**config.mk**
```make
export PLATFORM = sky130hd
export DESIGN_NAME = dual_rx_buffer
export DESIGN_NICKNAME = d
export VERILOG_FILES = /design/src/rtl/rxq_pkg.sv /design/src/rtl/rxq_stage_ctrl.sv /design/src/rtl/rxq_record_store.sv /design/src/rtl/rxq_read_mux.sv /design/src/rtl/dual_rx_buffer.sv
export SDC_FILE = /design/constraint.sdc
export NUM_CORES = 1
export LEC_CHECK = 0
export ABC_AREA = 1
export BUFFER_PORTS_ARGS = -buffer_cell sky130_fd_sc_hd__buf_2
export CAP_MARGIN = 20
export CELL_PAD_IN_SITES_DETAIL_PLACEMENT = 0
export CELL_PAD_IN_SITES_GLOBAL_PLACEMENT = 2
export CORE_MARGIN = 5
export CORE_UTILIZATION = 25
export CTS_CLUSTER_SIZE = 24
export DETAILED_ROUTE_END_ITERATION = 6
export GPL_ROUTABILITY_DRIVEN = 0
export PLACE_DENSITY = 0.63
export SKIP_CTS_REPAIR_TIMING = 1
export SLEW_MARGIN = 20
export SYNTH_ARGS = -nofsm -noshare
export SYNTH_HDL_FRONTEND = slang
export SYNTH_SLANG_ARGS = --single-unit
```
**constraint.sdc**
```tcl
create_clock -name clk -period 1.88 [get_ports clk]
set_input_delay 0.094 -clock clk [delete_from_list [all_inputs] [get_ports clk]]
set_output_delay 0.094 -clock clk [all_outputs]
set_load 0.01 [all_outputs]
```
**src/rtl/rxq_pkg.sv**
```systemverilog
package rxq_pkg;

    localparam int unsigned REC_BYTES_DEF = 13;
    localparam int unsigned BYTE_W_DEF    = 8;

    // Event reported by the bus logic when a frame completes
    typedef struct packed {
        logic done;
        logic accepted;
        logic self_tx;
    } frm_evt_t;

    // Occupancy of the two stages: {host full, staging waiting}
    typedef enum logic [1:0] {
        OCC_NONE = 2'b00,
        OCC_BG   = 2'b01,
        OCC_FG   = 2'b10,
        OCC_BOTH = 2'b11
    } occ_t;

    // A frame may go to the host when it passed the filter and is not a hidden self-sent frame
    function automatic logic rx_eligible(frm_evt_t e, logic lb);
        return e.accepted && (!e.self_tx || lb);
    endfunction

    function automatic int unsigned idx_width(int unsigned n);
        return (n <= 1) ? 1 : $clog2(n);
    endfunction

endpackage

```
**src/rtl/rxq_stage_ctrl.sv**
```systemverilog
module rxq_stage_ctrl
    import rxq_pkg::*;
(
    input  logic     clk,
    input  logic     rst,
    input  frm_evt_t evt,
    input  logic     loopback,
    input  logic     host_release,
    input  logic     ovr_wclr,
    output logic     load_bg,
    output logic     load_fg,
    output logic     bg_pend,
    output logic     rxf,
    output logic     ovr
);

    occ_t occ;
    logic promote;
    logic both_full;
    logic elig;
    logic ovr_set;

    always_comb begin
        occ       = occ_t'({rxf, bg_pend});
        promote   = (occ == OCC_BG);
        both_full = (occ == OCC_BOTH);
        elig      = rx_eligible(evt, loopback);
        load_fg   = promote;
        load_bg   = evt.done && !both_full;
        ovr_set   = evt.done && both_full && elig;
    end

    always_ff @(posedge clk) begin
        if (rst) begin
            rxf     <= 1'b0;
            bg_pend <= 1'b0;
            ovr     <= 1'b0;
        end else begin
            if (promote)
                rxf <= 1'b1;
            else if (host_release)
                rxf <= 1'b0;

            if (load_bg)
                bg_pend <= elig;
            else if (promote)
                bg_pend <= 1'b0;

            if (ovr_set)
                ovr <= 1'b1;
            else if (ovr_wclr)
                ovr <= 1'b0;
        end
    end

endmodule

```
**src/rtl/rxq_record_store.sv**
```systemverilog
module rxq_record_store #(
    parameter int unsigned N = 13,
    parameter int unsigned W = 8
) (
    input  logic                clk,
    input  logic                rst,
    input  logic                load,
    input  logic [N-1:0][W-1:0] din,
    output logic [N-1:0][W-1:0] dout
);

    for (genvar g = 0; g < N; g++) begin : g_cell
        logic [W-1:0] cell_q;

        always_ff @(posedge clk) begin
            if (rst)
                cell_q <= '0;
            else if (load)
                cell_q <= din[g];
        end

        assign dout[g] = cell_q;
    end

endmodule

```
**src/rtl/rxq_read_mux.sv**
```systemverilog
module rxq_read_mux #(
    parameter int unsigned N  = 13,
    parameter int unsigned W  = 8,
    parameter int unsigned IW = 4
) (
    input  logic [N-1:0][W-1:0] fg,
    input  logic [N-1:0][W-1:0] bg,
    input  logic                from_bg,
    input  logic [IW-1:0]       idx,
    output logic [W-1:0]        byte_o
);

    logic [N-1:0][W-1:0] sel;

    always_comb begin
        sel    = from_bg ? bg : fg;
        byte_o = '0;
        for (int i = 0; i < N; i++) begin
            if (32'(idx) == i)
                byte_o = sel[i];
        end
    end

endmodule

```
**src/rtl/dual_rx_buffer.sv**
```systemverilog
module dual_rx_buffer
    import rxq_pkg::*;
#(
    parameter  int unsigned REC_BYTES = REC_BYTES_DEF,
    parameter  int unsigned BYTE_W    = BYTE_W_DEF,
    localparam int unsigned IDX_W     = idx_width(REC_BYTES),
    localparam int unsigned REC_W     = REC_BYTES * BYTE_W
) (
    input  logic              clk,
    input  logic              rst,
    input  logic              frm_done,
    input  logic              frm_accept,
    input  logic              frm_self,
    input  logic [REC_W-1:0]  frm_data,
    input  logic              loopback,
    input  logic              rx_ie,
    input  logic              err_ie,
    input  logic              host_release,
    input  logic              ovr_wclr,
    input  logic              rd_from_bg,
    input  logic [IDX_W-1:0]  rd_idx,
    output logic [BYTE_W-1:0] rd_byte,
    output logic              rxf,
    output logic              ovr,
    output logic              rx_irq,
    output logic              err_irq
);

    frm_evt_t                            evt;
    logic                                load_bg;
    logic                                load_fg;
    logic                                bg_pend;
    logic [REC_BYTES-1:0][BYTE_W-1:0]    din_arr;
    logic [REC_BYTES-1:0][BYTE_W-1:0]    bg_q;
    logic [REC_BYTES-1:0][BYTE_W-1:0]    fg_q;

    assign evt     = '{done: frm_done, accepted: frm_accept, self_tx: frm_self};
    assign din_arr = frm_data;

    rxq_stage_ctrl u_ctrl (
        .clk          (clk),
        .rst          (rst),
        .evt          (evt),
        .loopback     (loopback),
        .host_release (host_release),
        .ovr_wclr     (ovr_wclr),
        .load_bg      (load_bg),
        .load_fg      (load_fg),
        .bg_pend      (bg_pend),
        .rxf          (rxf),
        .ovr          (ovr)
    );

    rxq_record_store #(.N(REC_BYTES), .W(BYTE_W)) u_bg (
        .clk  (clk),
        .rst  (rst),
        .load (load_bg),
        .din  (din_arr),
        .dout (bg_q)
    );

    rxq_record_store #(.N(REC_BYTES), .W(BYTE_W)) u_fg (
        .clk  (clk),
        .rst  (rst),
        .load (load_fg),
        .din  (bg_q),
        .dout (fg_q)
    );

    rxq_read_mux #(.N(REC_BYTES), .W(BYTE_W), .IW(IDX_W)) u_rd (
        .fg      (fg_q),
        .bg      (bg_q),
        .from_bg (rd_from_bg),
        .idx     (rd_idx),
        .byte_o  (rd_byte)
    );

    assign rx_irq  = rxf && rx_ie;
    assign err_irq = ovr && err_ie;

endmodule

```
==> impl_metrics.env, run 1 <==
export IMPL_cp_required_ps=1790
export IMPL_final_cell_area_mm2=0.0129
export IMPL_ant_nets=0
export IMPL_rrSetupSlack_ps=220
export IMPL_p_int_w=0.00844
export IMPL_syn_inst=1342
export IMPL_hold_class="in2reg"
export IMPL_area_growth_synth_to_final_pct=40.0
export IMPL_nets=1697
export IMPL_setup_violations=8
export IMPL_fin_skew_ps=7.03
export IMPL_cts_tree="done"
export IMPL_die_y_um=202
export IMPL_rsz0062_at_grt="true"
export IMPL_post_route_period_util=1.14
export IMPL_powerDensity_mw_per_mm2=871
export IMPL_post_place_ws_ps=-162
export IMPL_synth_simple_gate_area_frac=0.318
export IMPL_synth_top_cell_by_area="dfxtp_1"
export IMPL_holdPathEnd="u_ctrl.ovr"
export IMPL_cts_buffer_depth=3
export IMPL_routedWlPerCell_um=16.1
export IMPL_switching_power_w=0.00278
export IMPL_synth_warning_count=0
export IMPL_outcome="finished with violations"
export IMPL_hold_path_startpoint="loopback"
export IMPL_syn_area_mm2=0.00920
export IMPL_reg2reg_depth=5
export IMPL_report_final_slew_viol_count=0
export IMPL_syn_nets=1461
export IMPL_violations="negative setup slack"
export IMPL_peakVddDrop_uv=594
export IMPL_rr_endpoint="u_fg.g_cell[12].cell_q[2]"
export IMPL_synthMuxAreaShare=0
export IMPL_synth_xor_area_share=0
export IMPL_layout_drive_gt1_share=0.219
export IMPL_cp_top_family="simple AND/OR/NAND/NOR gates"
export IMPL_synth_cell_types=21
export IMPL_worst_path_buf_inv=1
export IMPL_io_buffers=130
export IMPL_worst_slack_ps=-262
export IMPL_reg2reg_from="u_ctrl.rxf"
export IMPL_cap_violations=0
export IMPL_h_tree_depth=1
export IMPL_synth_top_family_by_area="simple AND/OR/NAND/NOR gates"
export IMPL_synth_compound_area_frac=0.169
export IMPL_critical_path_arrival_ps=2050
export IMPL_synth_area_top_cells="dfxtp_1 46%, nand2_1 25%, a21oi_1 12%"
export IMPL_synth_seq_cells=211
export IMPL_cts_sinks=211
export IMPL_slowest_stage="dfxtp_1"
export IMPL_swShare=0.248
export IMPL_ioPinCount=131
export IMPL_combPwrFrac=0.112
export IMPL_rows=70
export IMPL_timing_fmax_mhz=467
export IMPL_post_synth_top_area_fraction=0.459
export IMPL_drc_errors=0
export IMPL_crit_path_frequent_cell="nand4_1"
export IMPL_crit_chain="or2_2 > o211ai_2 > nand4_1 > nand2_1 > nand3_2 > nor2_4 > nand4_1 > buf_2"
export IMPL_nFillCells=3958
export IMPL_syn_area_per_cell_um2=6.86
export IMPL_place_hpwl_mm=22.1
export IMPL_grt_pass1_vias=8940
export IMPL_regArea_mm2=0.00426
export IMPL_totalWireLength_mm=33.3
export IMPL_root_buffer="clkbuf_16"
export IMPL_synthArstFlopShare=0
export IMPL_grt_max_degree=70
export IMPL_grt_pass1_wl_mm=51.2
export IMPL_worst_hold_slack_ps=94.9
export IMPL_startpoint_type="flip-flop"
export IMPL_die_w_um=202
export IMPL_total_power_w=0.0112
export IMPL_hold_viol=0
export IMPL_drtPass1Iterations=5
export IMPL_start_util=0.253
export IMPL_multi_input_area_mm2=0.00465
export IMPL_relSlewSlack=0.487
export IMPL_period_minus_slack_ps=2140
export IMPL_clkTransAtPathRegs_ps=60
export IMPL_worst_slew_pin_slew_ps=766
export IMPL_drt_iter0_markers=396
export IMPL_antennaDiodeCount=0
export IMPL_vias_per_cell=4.54
export IMPL_place_area_mm2=0.0107
export IMPL_seqPwrFrac=0.425
export IMPL_clkPwrFrac=0.463
export IMPL_path_class="reg2out"
export IMPL_total_leakage_power_nw=5.17
export IMPL_max_stage_delay_ps=310
export IMPL_grt_overflow=0
export IMPL_cts_buffers=26
export IMPL_synth_edf_count=0
export IMPL_vias=9368
export IMPL_ys_seq_area_frac=0.459
export IMPL_cp_end_kind="output pin"
export IMPL_synth_flop_cell="dfxtp_1"
export IMPL_antenna_found_initial=0
export IMPL_synthAdderAreaFrac=0
export IMPL_cp_max_fo=2
export IMPL_track_usage=0.154
export IMPL_clkLatencyLatePin_ps=530
export IMPL_die_area_mm2=0.0408
export IMPL_hold_depth=5
export IMPL_coreArea_mm2=0.0364
[Yosys cell counts (2+ instances only)]
cell type,instances
a211oi_1,4
a31oi_1,6
nand2_1,625
a21oi_1,229
or2_0,4
inv_1,14
buf_4,2
dfxtp_1,211
o21ai_0,6
o211ai_1,40
nor2_1,40
buf_2,37
nand3_1,13
clkbuf_1,49
inv_2,2
or2_2,36
buf_6,5
nand4_1,16
[stage by stage]
stage / TNS (ps) / utilization / std cells
floorplan: 0 / - / 1342
global placement: -640 / 0.293 / 1907
detailed placement: -924 / 0.293 / 1907
CTS: -2650 / 0.317 / 1953
global route: -2810 / 0.354 / 2064
finish: -1660 / 0.354 / 2064
[cell usage in the layout (no fill, tap or decap), types with 5 or more instances in the layout]
| master | n |
|---|---|
| buf_2 | 125 |
| a21oi_1 | 229 |
| clkbuf_8 | 9 |
| a31oi_1 | 6 |
| or2_2 | 28 |
| nand2_2 | 28 |
| nor2_1 | 32 |
| nand4_1 | 16 |
| dlygate4sd3_1 | 110 |
| nand3_2 | 8 |
| buf_12 | 15 |
| clkbuf_16 | 27 |
| or2_4 | 8 |
| inv_1 | 12 |
| dfxtp_1 | 184 |
| nand3_1 | 5 |
| o211ai_1 | 40 |
| nor2_2 | 7 |
| buf_4 | 46 |
| dfxtp_2 | 26 |
| buf_6 | 5 |
| clkinv_2 | 5 |
| nand2_1 | 596 |
[power groups by stage]
stage	logic (W)	registers, W	clock network (W)
detailed placement	0.00106	0.00486	0
CTS	0.00106	0.00476	0.00537
global route	0.00141	0.00479	0.00551
floorplan	0.000585	0.00481	0
global placement	0.00106	0.00486	0
finish	0.00126	0.00477	0.00520
[routing by layer]
metal,wire (um),track usage,vias up
met3,1400,0.0263,39
li1,-,-,4822
met4,526,0.0317,0
met2,15000,0.244,168
met5,0,0,-
met1,16400,0.222,4339
[final cells by class]
| cell class | count | share of cell area |
|---|---|---|
| inverters | 16 | 0.00476 |
| clock inverters | 6 | 0.00621 |
| repair buffers | 301 | 0.188 |
| clock buffers | 40 | 0.0632 |
| well taps | 468 | 0.0454 |
| flip-flops and latches | 211 | 0.331 |
| multi-input cells | 1022 | 0.361 |
[worst max path at each step]
stage | from | end | cells after the start
3_5_place_dp | rd_idx[1] | rd_byte[3] | 11
5_1_grt | u_bg.g_cell[0].cell_q[4] | rd_byte[4] | 12
6_report | u_fg.g_cell[3].cell_q[2] | rd_byte[2] | 8
4_1_cts | u_bg.g_cell[4].cell_q[2] | rd_byte[2] | 8
2_1_floorplan | u_ctrl.rxf | u_fg.g_cell[6].cell_q[7] | 6
3_3_place_gp | rd_idx[1] | rd_byte[3] | 11
[cell families after synthesis]
group                  count (synthesis)
flip-flops                           211
buffers and inverters                109
AND/OR/NAND/NOR                      736
AO/OA/AOI/OAI                        286
[flip-flops by register name, summed over array words and instances (netlist names)]
| signal | flops |
|---|---|
| u_ctrl.rxf | 1 |
| u_bg.g_cell.cell_q | 104 |
| u_ctrl.bg_pend | 1 |
| u_fg.g_cell.cell_q | 104 |
| u_ctrl.ovr | 1 |
[worst register-to-register path, delay by kind of cell (launching register included)]
kind | cells | cell delay [ps]
and+or+nand+nor | 2 | 230
DFF | 1 | 490
AOI/OAI and AO/OA | 1 | 130
buffers and inverters | 2 | 740
No activity file was read; power rests on OpenSTA's default activity.
==> run 2: changes to the inputs <==
--- a/config.mk
+++ b/config.mk
@@ -15,9 +15,10 @@
 export CTS_CLUSTER_SIZE = 24
 export DETAILED_ROUTE_END_ITERATION = 6
 export GPL_ROUTABILITY_DRIVEN = 0
-export PLACE_DENSITY = 0.63
+export PLACE_DENSITY = 0.65
 export SKIP_CTS_REPAIR_TIMING = 1
 export SLEW_MARGIN = 20
 export SYNTH_ARGS = -nofsm -noshare
 export SYNTH_HDL_FRONTEND = slang
+export SYNTH_HIERARCHICAL = 1
 export SYNTH_SLANG_ARGS = --single-unit
==> run 2 against run 1 <==
  * The flow still finishes with violations (negative setup slack)
  * Clock-buffer cell count grew 4
  * Synthesized cell count increased by 32%
  * Register-to-register slack improved by 100 ps
  * Critical path depth grew 3
  * Clock skew up 13 ps
  * Critical path type unchanged
  * Critical endpoint is now rd_byte[0]
  * Largest cell class unchanged
==> impl_metrics.env, run 2 <==
export IMPL_outcome="finished with violations"
export IMPL_violations="negative setup slack"
export IMPL_die_w_um=218
export IMPL_hold_class="in2reg"
export IMPL_multi_input_area_mm2=0.00523
export IMPL_synth_warning_count=6
export IMPL_drtPass1Iterations=5
export IMPL_combPwrFrac=0.147
export IMPL_syn_nets=1892
export IMPL_report_final_slew_viol_count=0
export IMPL_vias=10425
export IMPL_startpoint_type="flip-flop"
export IMPL_period_minus_slack_ps=2140
export IMPL_synth_simple_gate_area_frac=0.423
export IMPL_vias_per_cell=4.00
export IMPL_worst_slew_pin_slew_ps=539
export IMPL_clkPwrFrac=0.425
export IMPL_synthAdderAreaFrac=0
export IMPL_hold_path_startpoint="frm_done"
export IMPL_rows=76
export IMPL_cp_required_ps=1790
export IMPL_max_stage_delay_ps=350
export IMPL_critical_path_arrival_ps=2050
export IMPL_powerDensity_mw_per_mm2=809
export IMPL_coreArea_mm2=0.0429
export IMPL_totalWireLength_mm=33.7
export IMPL_post_synth_top_area_fraction=0.392
export IMPL_rsz0062_at_grt="true"
export IMPL_syn_inst=1773
export IMPL_synthMuxAreaShare=0
export IMPL_clkLatencyLatePin_ps=550
export IMPL_synth_top_family_by_area="simple AND/OR/NAND/NOR gates"
export IMPL_start_util=0.251
export IMPL_worst_slack_ps=-261
export IMPL_worst_path_buf_inv=1
export IMPL_die_area_mm2=0.0473
export IMPL_reg_top3="u_bg/g_cell.cell_q x104, u_fg/g_cell.cell_q x104"
export IMPL_yosys_top_cells_count="619 x nand2_1, 458 x nor2_1, 223 x inv_1, 211 x dfxtp_1, 43 x buf_2"
export IMPL_drt_iter0_markers=436
export IMPL_ant_nets=0
export IMPL_root_buffer="clkbuf_16"
export IMPL_cp_end_kind="output pin"
export IMPL_synth_xor_area_share=0
export IMPL_cts_tree="done"
export IMPL_grt_max_degree=101
export IMPL_clkTransAtPathRegs_ps=60
export IMPL_syn_area_mm2=0.0108
export IMPL_synth_compound_area_frac=0.0440
export IMPL_layout_common_cells="576 x nand2_1, 453 x nor2_1, 222 x inv_1, 181 x dfxtp_1, 126 x buf_2"
export IMPL_fin_setup_tns_ps=-1630
export IMPL_routedWlPerCell_um=12.9
export IMPL_synth_edf_count=0
export IMPL_regArea_mm2=0.00427
export IMPL_post_route_period_util=1.14
export IMPL_path_class="reg2out"
export IMPL_synth_cell_types=23
export IMPL_cp_max_fo=3
export IMPL_cts_sinks=211
export IMPL_place_hpwl_mm=23.2
export IMPL_nets=2122
export IMPL_placed_cells=2450
export IMPL_drc_errors=0
export IMPL_cts_buffers=27
export IMPL_crit_start="u_bg/g_cell[0].cell_q[0]"
export IMPL_track_usage=0.137
export IMPL_swShare=0.268
export IMPL_cap_violations=0
export IMPL_crit_chain="nand2_2 > nand2_2 > nand2_1 > nand2_1 > nor2_2 > nand4_1 > nand2_2 > nand3_2 > nand2_1 > nand4_1 > buf_2"
export IMPL_seqPwrFrac=0.428
export IMPL_synth_most_common_cell="nand2_1"
export IMPL_grt_pass1_wl_mm=53.0
export IMPL_synthArstFlopShare=0
export IMPL_hold_viol=0
export IMPL_antenna_found_initial=0
export IMPL_syn_area_per_cell_um2=6.07
export IMPL_grt_overflow=0
export IMPL_final_common_cell="nand2_1"
export IMPL_reg2reg_from="u_ctrl/bg_pend"
export IMPL_synth_area_top_cells="dfxtp_1 39%, nand2_1 22%, nor2_1 16%"
export IMPL_relSlewSlack=0.641
export IMPL_ioPinCount=131
export IMPL_grt_pass1_vias=9820
export IMPL_synth_top_cell_by_area="dfxtp_1"
export IMPL_die_y_um=218
export IMPL_nFillCells=4819
export IMPL_slowest_stage="dfxtp_4"
export IMPL_synth_flop_cell="dfxtp_1"
export IMPL_peakVddDrop_uv=480
export IMPL_io_buffers=130
export IMPL_timing_fmax_mhz=467
export IMPL_p_int_w=0.00851
export IMPL_layout_drive_gt1_share=0.173
export IMPL_area_growth_synth_to_final_pct=33.4
export IMPL_ys_seq_area_frac=0.392
export IMPL_total_leakage_power_nw=7.02
export IMPL_switching_power_w=0.00311
export IMPL_cp_top_family="simple AND/OR/NAND/NOR gates"
export IMPL_fin_skew_ps=19.7
export IMPL_setup_violations=8
export IMPL_cts_buffer_depth=3
export IMPL_synth_seq_cells=211
export IMPL_stdcell_count=2606
export IMPL_h_tree_depth=1
## run 2: cell count changes after synthesis, moves of 11 or more
cell and delta:
o21ai_1 +13, nor2_1 +418, buf_6 +20, or2_2 -20
inv_1 +209, clkbuf_1 -36, buf_4 +11, or2_1 +25
a21oi_1 -212
## run 2: path summary, 6_finish.rpt
check / slack, ps / cells past startpoint / endpoint
hold / removal: 210 / 5 / u_bg/g_cell[1].cell_q[5]
hold reg to reg: 460 / 2 / u_fg/g_cell[7].cell_q[0]
setup / recovery: -260 / 11 / rd_byte[0]
setup reg to reg: 320 / 7 / u_fg/g_cell[0].cell_q[4]
## run 2: stage by stage
stage,utilization,worst slack [ps],hold WS [ps],cell area [um2],power [W]
after floorplan,-,546,156,10800,0.00601
after global placement,0.284,-26.0,353,12200,0.00657
after detailed placement,0.284,-29.5,353,12200,0.00658
after CTS,0.303,-469,-222,13000,0.0116
after global routing,0.335,-396,218,14400,0.0123
final,0.335,-261,207,14400,0.0116
## run 2: cells by family (layout without fill, tap and decap cells)
group,after synthesis,in the layout
AND/OR/NAND/NOR,1163,1163
buffers and inverters,325,572
flip-flops,211,211
AO/OA/AOI/OAI,74,74
other,0,1
## run 2: power groups by stage
stage | Clock (W) | Sequential [W] | Combinational [W]
after floorplan | 0 | 0.00498 | 0.00104
after global placement | 0 | 0.00507 | 0.00151
after detailed placement | 0 | 0.00507 | 0.00151
after CTS | 0.00516 | 0.00497 | 0.00152
after global routing | 0.00532 | 0.00501 | 0.00197
final | 0.00493 | 0.00497 | 0.00171
## run 2: worst reg2reg max path: stages (launching register included)
cell and delay (ps):
dfxtp_1 360, inv_1 40, or2_1 270, inv_6 230, buf_4 320, nand2_1 100, nand2_1 80, nor2_1 40
## run 2: cell type report
cell class                      count  area share
Inverter                          231      0.0608
Clock inverter                      2    0.000958
Multi-Input combinational cell   1237       0.364
Tap cell                          585      0.0510
Clock buffer                       44      0.0578
Antenna cell                        1    0.000174
Sequential cell                   211       0.298
Timing Repair Buffer              295       0.168
## run 2: layer usage
layer	global-route usage	wire, um	vias up
li1	-	-	5676
met1	0.182	16000	4605
met2	0.239	16200	108
met3	0.0208	845	36
met4	0.0238	553	0
met5	0	0	-
==> run 3: changes to the inputs <==
--- a/config.mk
+++ b/config.mk
@@ -12,9 +12,11 @@
 export CELL_PAD_IN_SITES_GLOBAL_PLACEMENT = 2
 export CORE_MARGIN = 5
 export CORE_UTILIZATION = 25
+export CTS_CLUSTER_DIAMETER = 50
 export CTS_CLUSTER_SIZE = 24
 export DETAILED_ROUTE_END_ITERATION = 6
 export GPL_ROUTABILITY_DRIVEN = 0
+export GPL_TIMING_DRIVEN = 0
 export PLACE_DENSITY = 0.65
 export SKIP_CTS_REPAIR_TIMING = 1
 export SLEW_MARGIN = 20
==> run 3 against run 2 <==
  * The flow finishes with violations (negative hold slack, negative setup slack)
  * First-iteration DRC count up 5.5%
  * Sequential share of layout area fell by 0.93 points
  * Wire length is 11% higher
  * Highest routed layer unchanged
==> impl_metrics.env, run 3 (synthesis gave the netlist of run 2 again) <==
export IMPL_cap_violations=0
export IMPL_startpoint_type="flip-flop"
export IMPL_vias=10712
export IMPL_worst_hold_slack_ps=-47.9
export IMPL_die_w_um=218
export IMPL_critical_path_arrival_ps=2160
export IMPL_worst_slack_ps=-376
export IMPL_antenna_found_initial=2
export IMPL_rows=76
export IMPL_ant_nets=0
export IMPL_cp_required_ps=1790
export IMPL_cts_tree="done"
export IMPL_setup_violations=8
export IMPL_clkLatencyLatePin_ps=510
export IMPL_track_usage=0.154
export IMPL_place_area_mm2=0.0122
export IMPL_nets=2166
export IMPL_total_power_w=0.0136
export IMPL_placed_cells=2487
export IMPL_nFillCells=4825
export IMPL_report_final_slew_viol_count=0
export IMPL_total_leakage_power_nw=7.28
export IMPL_start_util=0.251
export IMPL_peakVddDrop_uv=460
export IMPL_place_hpwl_mm=26.5
export IMPL_grt_max_degree=13
export IMPL_relSlewSlack=0.477
export IMPL_stdcell_count=2659
export IMPL_drt_iter0_markers=460
export IMPL_violations="negative hold slack, negative setup slack"
export IMPL_multi_input_area_mm2=0.00520
export IMPL_grt_pass1_vias=10186
export IMPL_vias_per_cell=4.03
export IMPL_clkTransAtPathRegs_ps=50
export IMPL_cp_end_kind="output pin"
export IMPL_die_y_um=218
export IMPL_timing_fmax_mhz=443
export IMPL_area_growth_synth_to_final_pct=36.5
export IMPL_io_buffers=129
export IMPL_period_minus_slack_ps=2260
export IMPL_post_route_period_util=1.20
export IMPL_drc_errors=0
export IMPL_rsz0062_at_grt="true"
export IMPL_root_buffer="clkbuf_16"
export IMPL_hold_class="in2reg"
export IMPL_h_tree_depth=2
export IMPL_cp_max_fo=3
export IMPL_regArea_mm2=0.00424
export IMPL_grt_overflow=0
export IMPL_final_cell_area_mm2=0.0147
export IMPL_worst_slew_pin_slew_ps=782
export IMPL_fin_skew_ps=9.87
export IMPL_layout_drive_gt1_share=0.172
export IMPL_grt_pass1_wl_mm=57.2
export IMPL_cts_buffers=35
export IMPL_final_common_cell="nand2_1"
export IMPL_post_place_ws_ps=-189
export IMPL_die_area_mm2=0.0473
export IMPL_coreArea_mm2=0.0429
export IMPL_routedWlPerCell_um=14.0
export IMPL_ioPinCount=131
export IMPL_outcome="finished with violations"
export IMPL_reg_top3="u_bg/g_cell.cell_q x104, u_fg/g_cell.cell_q x104"
export IMPL_layout_common_cells="596 x nand2_1, 451 x nor2_1, 222 x inv_1, 199 x dfxtp_1, 169 x buf_2"
export IMPL_powerDensity_mw_per_mm2=928
export IMPL_totalWireLength_mm=37.4
export IMPL_cts_buffer_depth=3
export IMPL_drtPass1Iterations=5
export IMPL_cts_sinks=211
export IMPL_hold_viol=2
export IMPL_path_class="reg2out"
## run 3: where the power goes
group	internal (W)	switching, W
Clock	0.00460	0.00235
Sequential	0.00476	0.000199
Combinational	0.000758	0.000978
## run 3: metrics by stage
stage / utilization / TNS (ps)
after global routing: 0.343 / -3190
after CTS: 0.313 / -3550
final: 0.343 / -2170
after global placement: 0.283 / -1660
after floorplan: - / 0
after detailed placement: 0.283 / -913
## run 3: path summary, 6_finish.rpt
kind	from	to	slack [ps]	depth (start not counted)
worst max register to register	u_ctrl/rxf	u_fg/g_cell[1].cell_q[6]	280	8
worst max-delay path	u_bg/g_cell[0].cell_q[4]	rd_byte[4]	-380	11
worst min register to register	u_fg/g_cell[7].cell_q[1]	u_fg/g_cell[7].cell_q[1]	470	2
worst min-delay path	frm_data[31]	u_bg/g_cell[3].cell_q[7]	-50	5
## run 3: routing by layer
| metal | vias up | wire length [um] | GRT usage |
|---|---|---|---|
| met1 | 4737 | 17500 | 0.200 |
| met4 | 0 | 714 | 0.0350 |
| met5 | - | 0 | 0 |
| met2 | 140 | 17900 | 0.267 |
| met3 | 54 | 1320 | 0.0257 |
| li1 | 5781 | - | - |
## run 3: worst max-delay path, cell delays in order, from the launching register on
cell,delay [ps]
dfxtp_2,330
nand2_2,70
nand2_2,60
nand2_2,70
nand2_2,70
nor2_4,130
nand4_1,190
nand2_1,180
nand4_1,190
nand2_2,150
nand3_2,90
buf_6,130
## run 3: layout make-up
cell class | instances | share of cell area
multi-input cells | 1237 | 0.353
flip-flops and latches | 211 | 0.288
repair buffers | 237 | 0.119
clock buffers | 44 | 0.0675
inverters | 231 | 0.0590
well taps | 585 | 0.0498
plain buffers | 94 | 0.0437
clock inverters | 19 | 0.0194
diodes | 1 | 0.000170
